<file path="config.mk">
export PLATFORM = sky130hd
export DESIGN_NAME = illop_trap
export DESIGN_NICKNAME = d
export VERILOG_FILES = /design/src/rtl/illop_trap.sv
export SDC_FILE = /design/constraint.sdc
export NUM_CORES = 1
export LEC_CHECK = 0
export BUFFER_PORTS_ARGS = -buffer_cell sky130_fd_sc_hd__clkbuf_2
export CAP_MARGIN = 20
export CORE_MARGIN = 2
export CORE_UTILIZATION = 48
export CTS_CLUSTER_DIAMETER = 40
export DETAILED_ROUTE_END_ITERATION = 10
export PLACE_DENSITY_LB_ADDON = 0.3
export SYNTH_ARGS = -nofsm -noshare
export SYNTH_HDL_FRONTEND = slang
export SYNTH_SLANG_ARGS = --single-unit
</file>
<file path="constraint.sdc">
create_clock -name clk -period 0.9 [get_ports clk]
set_input_delay 0.18 -clock clk [delete_from_list [all_inputs] [get_ports clk]]
set_output_delay 0.18 -clock clk [all_outputs]
set_load 0.01 [all_outputs]
</file>
<file path="src/rtl/illop_trap.sv">
module illop_trap #(
  parameter int          LEN_W    = 3,
  parameter logic [31:0] VECTOR   = 32'h0000_0060,
  parameter logic [31:0] RESET_PC = 32'h0000_0000
) (
  input  logic             clk,
  input  logic             rst_n,
  input  logic             ex_valid,
  input  logic [31:0]      ex_insn,
  input  logic [31:0]      ex_pc,
  input  logic [LEN_W-1:0] ex_len,
  input  logic             wr_en,
  input  logic [1:0]       wr_sel,
  input  logic [31:0]      wr_data,
  output logic [31:0]      pc,
  output logic [31:0]      psw,
  output logic [31:0]      dbg_pc,
  output logic [31:0]      dbg_psw,
  output logic             redirect
);
  localparam logic [7:0] PSW_RST  = 8'h20;
  localparam logic [7:0] TRAP_SET = 8'hE0;

  logic [7:0] st;
  logic       bad, trap;

  assign bad  = (ex_insn[10:5] == 6'h3F) && (ex_insn[26:23] >= 4'd7) && !ex_insn[16];
  assign trap = ex_valid && bad;
  assign psw  = {24'h0, st};

  always_ff @(posedge clk or negedge rst_n) begin
    if (!rst_n) begin
      pc       <= RESET_PC;
      st       <= PSW_RST;
      dbg_pc   <= '0;
      dbg_psw  <= '0;
      redirect <= 1'b0;
    end else begin
      redirect <= trap;
      if (trap) begin
        dbg_pc  <= ex_pc;
        dbg_psw <= psw;
        st      <= st | TRAP_SET;
        pc      <= VECTOR;
      end else begin
        if (ex_valid) pc <= ex_pc + {{(32-LEN_W){1'b0}}, ex_len};
        if (wr_en) begin
          case (wr_sel)
            2'd0:    dbg_pc  <= wr_data;
            2'd1:    dbg_psw <= wr_data;
            2'd2:    st      <= wr_data[7:0];
            default: ;
          endcase
        end
      end
    end
  end
endmodule


</file>
# Yosys cells after proc, flatten, opt, wreduce, memory -nomap -nowiden
# Cells that the tools add are included.
totals:
  latchBits: 0
  mem_bits_rw: 0
  out_inout_bits: 129
  regBits: 105
  memories: 0
  input_bits: 105
  elab_cells: 37
  rom_bits: 0
op_classes:
  n_shift: 0
  n_bitwise: 1
  eq_ne: 3
  magnitude_cmp: 1
  n_reduce_logical: 14
  n_mul: 0
  div_mod_pow: 0
  n_addsub: 1
  n_mux: 11
ops:
  columns: ["cell", "count"]
  rows:
  - ["2-to-1 mux 32 bit", 8]
  - ["adder 32 x 3 -> 32 bit", 1]
  - ["2-to-1 mux 8 bit", 3]
  - ["nonzero test 2 bit", 5]
  - ["== test 6 bit (second input constant)", 1]
  - ["AND reduction 2 bit", 3]
  - [">= comparator 4 x 3 -> 1 bit (second input constant)", 1]
  - ["logical AND 1 bit", 3]
  - ["AND reduction 3 bit", 1]
  - ["== test 2 x 1 -> 1 bit (second input constant)", 1]
  - ["== test 2 bit (second input constant)", 1]
  - ["logical NOT 2 bit", 1]
  - ["logical NOT 1 bit", 1]
  - ["NOT 1 bit", 1]

# Depth between registers and ports, before layout
depth:
  word_depth: 6
  depth_mapped: 9
  mapped_depth_nobuf: 8

# Least setup slack after synthesis
# OpenSTA, ideal clock, no wires.
synth_timing:
  kind: "input to register"
  from: "input ex_pc[0]"
  to: "register pc[26]"
  slack_ns: -1.034
  stages: 9
  arrival_ns: 1.790
  setup_ns: 0.144
  required_time_ns: 0.756
  cell_sequence: "ha_1 -> inv_1 -> fa_1 -> nand2b_1 -> a211oi_1 -> buf_2 -> nand4_1 -> xor2_1 -> o22ai_2"
synth_via:
  elab_chain_cells: 3
synth_rtl:
  columns: ["element", "line", "rtl"]
  rows:
  - ["start, declared", "10", "input logic [31:0] ex_pc,"]
  - ["adder 32 x 3 -> 32 bit", "46", "if (ex_valid) pc <= ex_pc + {{(32-LEN_W){1'b0}}, ex_len};"]
  - ["2-to-1 mux 32 bit", "46", null]
  - ["2-to-1 mux 32 bit", "40", "if (trap) begin"]
  - ["end signal, assigned", "46", null]
  - ["end, declared", "15", "output logic [31:0] pc,"]
# No other way between the ends. The select of a mux whose other input is x is not followed.
# A chain may end at the register's enable or synchronous reset.

# Worst setup path after layout
# Ends and elaborated chain as after synthesis.

==> impl_metrics.toml <==
[routing]
dr_total_vias = 5243
dr.pass1.iters = 4
first_iter_violations = 250
wire_per_inst_um = 19.9
drc_errors = 0
wirelength_um = 19300
vias_per_cell = 5.41
drtAntennaViolNets = 0

[sta]
finalSetupViolCount = 206
drv_slew = 0
hold_violations = 0
max_freq_mhz = 658
fin_crit_ps = 1520
holdWs_ps = 73.1
worst_slack_ps = -621
min_period_over_period_pct = 169
skew_ps = 3.47
rsz0062_at_grt = "yes"

[pwr]
combPwrFrac_pct = 33.8
internal-power_w = 0.00968
power.total_w = 0.0142
power_frac_clock_pct = 23.9
p_sw_share_pct = 32.0
ir_worst_vdd_v = 0.00107
p_leak_nw = 4.45
power_density_nw_per_um2 = 1630
pwr-share-seq_pct = 42.3
p_switching_w = 0.00456

[die]
die_h_um = 109
coreArea_sq_um = 10800
dieWidth_um = 109
initial_utilization_pct = 49.1
die-area_sq_um = 11900
io_pins = 234
rows = 38

[final_layout]
finalInstanceArea_sq_um = 8720
area_delta_synth_final_pct = 64.5
drive_above_1_share_pct = 60.2
n_antenna_cell = 0
layoutNonFillerInstCount = 969
final_nets = 934

[status]
violations = "setup timing"
status = "complete, but fails checks"

[critical_path]
cp.arrival_ps = 1770
slowest_stage = "fa_2"
path_buf_inv = 3
crit_chain = "buf_8 > ha_4 > inv_2 > fa_2 > nand2b_4 > a211oi_4 > buf_6 > nand4_1 > xor2_1 > o22ai_2"
crit_required_ps = 1150
crit_type = "input pin to register"
cp_max_fo = 6
cp_top_family = "adder cells"
cpPeakStageDelay_ps = 330
crit_path_start_kind = "input pin"
endpoint_kind = "register"

[cts]
clock-root-buffer = "clkbuf_8"
clk_pin_slew_ps = 100
htree_num_levels = 3
tritoncts = "done"
clockBufferDepth = 2
cts_buffers = 9
clock_sinks = 105
clkLatencyLatePin_ps = 370

[synth]
synth_area_leader_cell = "dfrtp_1"
synth-seq-cells = 105
synthesis.area_sq_um = 5300
yosys.cell_types.count = 42
yosys-top-cells-area = "dfrtp_1 49%, mux2i_1 13%, xor2_1 4.1%, buf_4 4.1%, o21ai_1 3.8%"
ys_warn_count = 0
ys_async_sr_fraction_pct = 100
netlist_instances = 503
syn_avg_cell_area_sq_um = 10.5
yosys_most_used_dff = "dfrtp_1"
synth_enable_flop_cells = 0
ys_seq_area_share_pct = 49.6
netlist.area_leader.share_pct = 49.1

[grt]
grt_pass1_vias = 5036
antenna_found_initial = 0
grt_pass1_wl_um = 25900
grt_max_degree = 35
grtUsageTotal_pct = 28.7
grt_overflow = 0

[place]
dp_cells = 864
io_buffers = 188
place_hpwl_um = 11000
routabilityCongestion = 0.892
placed_area_sq_um = 6900

[min_path]
hold_class = "input pin to register"

[run]
cap_violations = 0
==> through the flow <==
stage | worst slack (ps) | setup TNS [ps] | util [%]
after floorplan | -810 | -36260 | -
after global placement | -978 | -56130 | 63.9
after detailed placement | -1040 | -59650 | 63.9
after CTS | -659 | -39750 | 75.3
after global routing | -688 | -51320 | 80.8
final | -621 | -44140 | 80.8
==> worst min-delay path: cells and delay by family <==
kind,cells,cell delay [ps]
buffers and inverters,1,130
AND/OR/NAND/NOR,1,60
AO/OA/AOI/OAI,1,50
==> metal layers <==
metal  GRT usage (%)  up-vias  part of all wire, %  wire length (um)
li1                -     2329                    -                 -
met4            9.52        0                  3.2               614
met1            36.9     2621                   40              7650
met3            5.08       46                  5.5              1060
met5               0        -                    0                 0
met2            49.0      247                   52              9990
==> logic make-up after synthesis <==
family                     count (synthesis)  share of synthesized area [%]
AOI/OAI and AO/OA                         80                           10.3
buffers and inverters                     91                           8.99
other                                      1                         0.0707
and+or+nand+nor                          120                           11.3
muxes                                     72                           13.7
adders and majority gates                  4                           1.09
xor gates and xnor gates                  30                           4.96
DFF                                      105                           49.6
==> synth_stat cells (2+ instances only) <==
master,n
a21oi_1,2
o22a_1,2
and4_1,4
mux2_1,5
mux2i_1,67
ha_1,3
xor2_1,25
nand4_1,9
nand3_1,12
and2_1,3
and3_1,8
nand2b_1,2
xnor2_1,5
inv_1,36
nand2_1,47
buf_2,15
nand3b_1,2
o22ai_1,17
clkbuf_1,9
o21ai_1,40
buf_4,29
nor2_1,25
and4_4,2
o22ai_2,13
dfrtp_1,104
==> path summary, 6_finish.rpt <==
path                           start        end  slack (ps)  cells past startpoint
max                         ex_pc[0]     pc[26]        -620                     10
min                         ex_pc[2]  dbg_pc[2]          70                      3
max reg2reg                dbg_pc[0]  dbg_pc[0]        -180                      4
min reg2reg                    pc[5]      pc[5]         530                      1
max in group asynchronous      rst_n      st[5]         170                      3
min in group asynchronous      rst_n      pc[1]         240                      2
==> cells in the final DEF (no fill, tap or decap), drive strengths merged, types with 3 or more instances in the layout <==
cell,netlist,routed
o22ai,30,30
ha,3,3
conb,1,24
and3,8,8
mux2,5,5
o21ai,40,40
xor2,25,25
and4,6,6
nand3,13,13
and2,3,3
buf,45,170
mux2i,67,67
clkbuf,9,182
nor2,26,26
dfrtp,104,104
xnor2,5,5
inv,37,36
nand4,9,9
nand2,47,47
==> state kept, by name (all words and copies together), names as in the netlist <==
register and count:
dbg_pc 32, dbg_psw 32, pc 32, st 8, redirect 1
==> area by class of cell <==
class                      count  area (sq um)
fill                         598          2070
timing repair buffer         342          2660
clock inverter                 4          76.3
sequential                   105          2630
tap                          140           175
multi-input combinational    330          2890
clock buffer                  11           151
inverter                      37           144
==> power groups by stage <==
stage	Clock (W)	Sequential [W]	Combinational, W
3_5_place_dp	0	0.00606	0.00328
5_1_grt	0.00359	0.00609	0.00512
6_report	0.00340	0.00603	0.00481
4_1_cts	0.00337	0.00593	0.00380
3_3_place_gp	0	0.00602	0.00319
2_1_floorplan	0	0.00637	0.00128
==> what timing repair did <==
action / CTS / global route
hold buffers: 1 / 0
buffers inserted: 50 / 40
endpoints found under the setup margin: 203 / 206
hold endpoints to repair: 104 / 0
gates resized for setup: 68 / 153
cloned: 13 / 2
pin swaps: 18 / 38
Power figures use the tool's default switching activity.
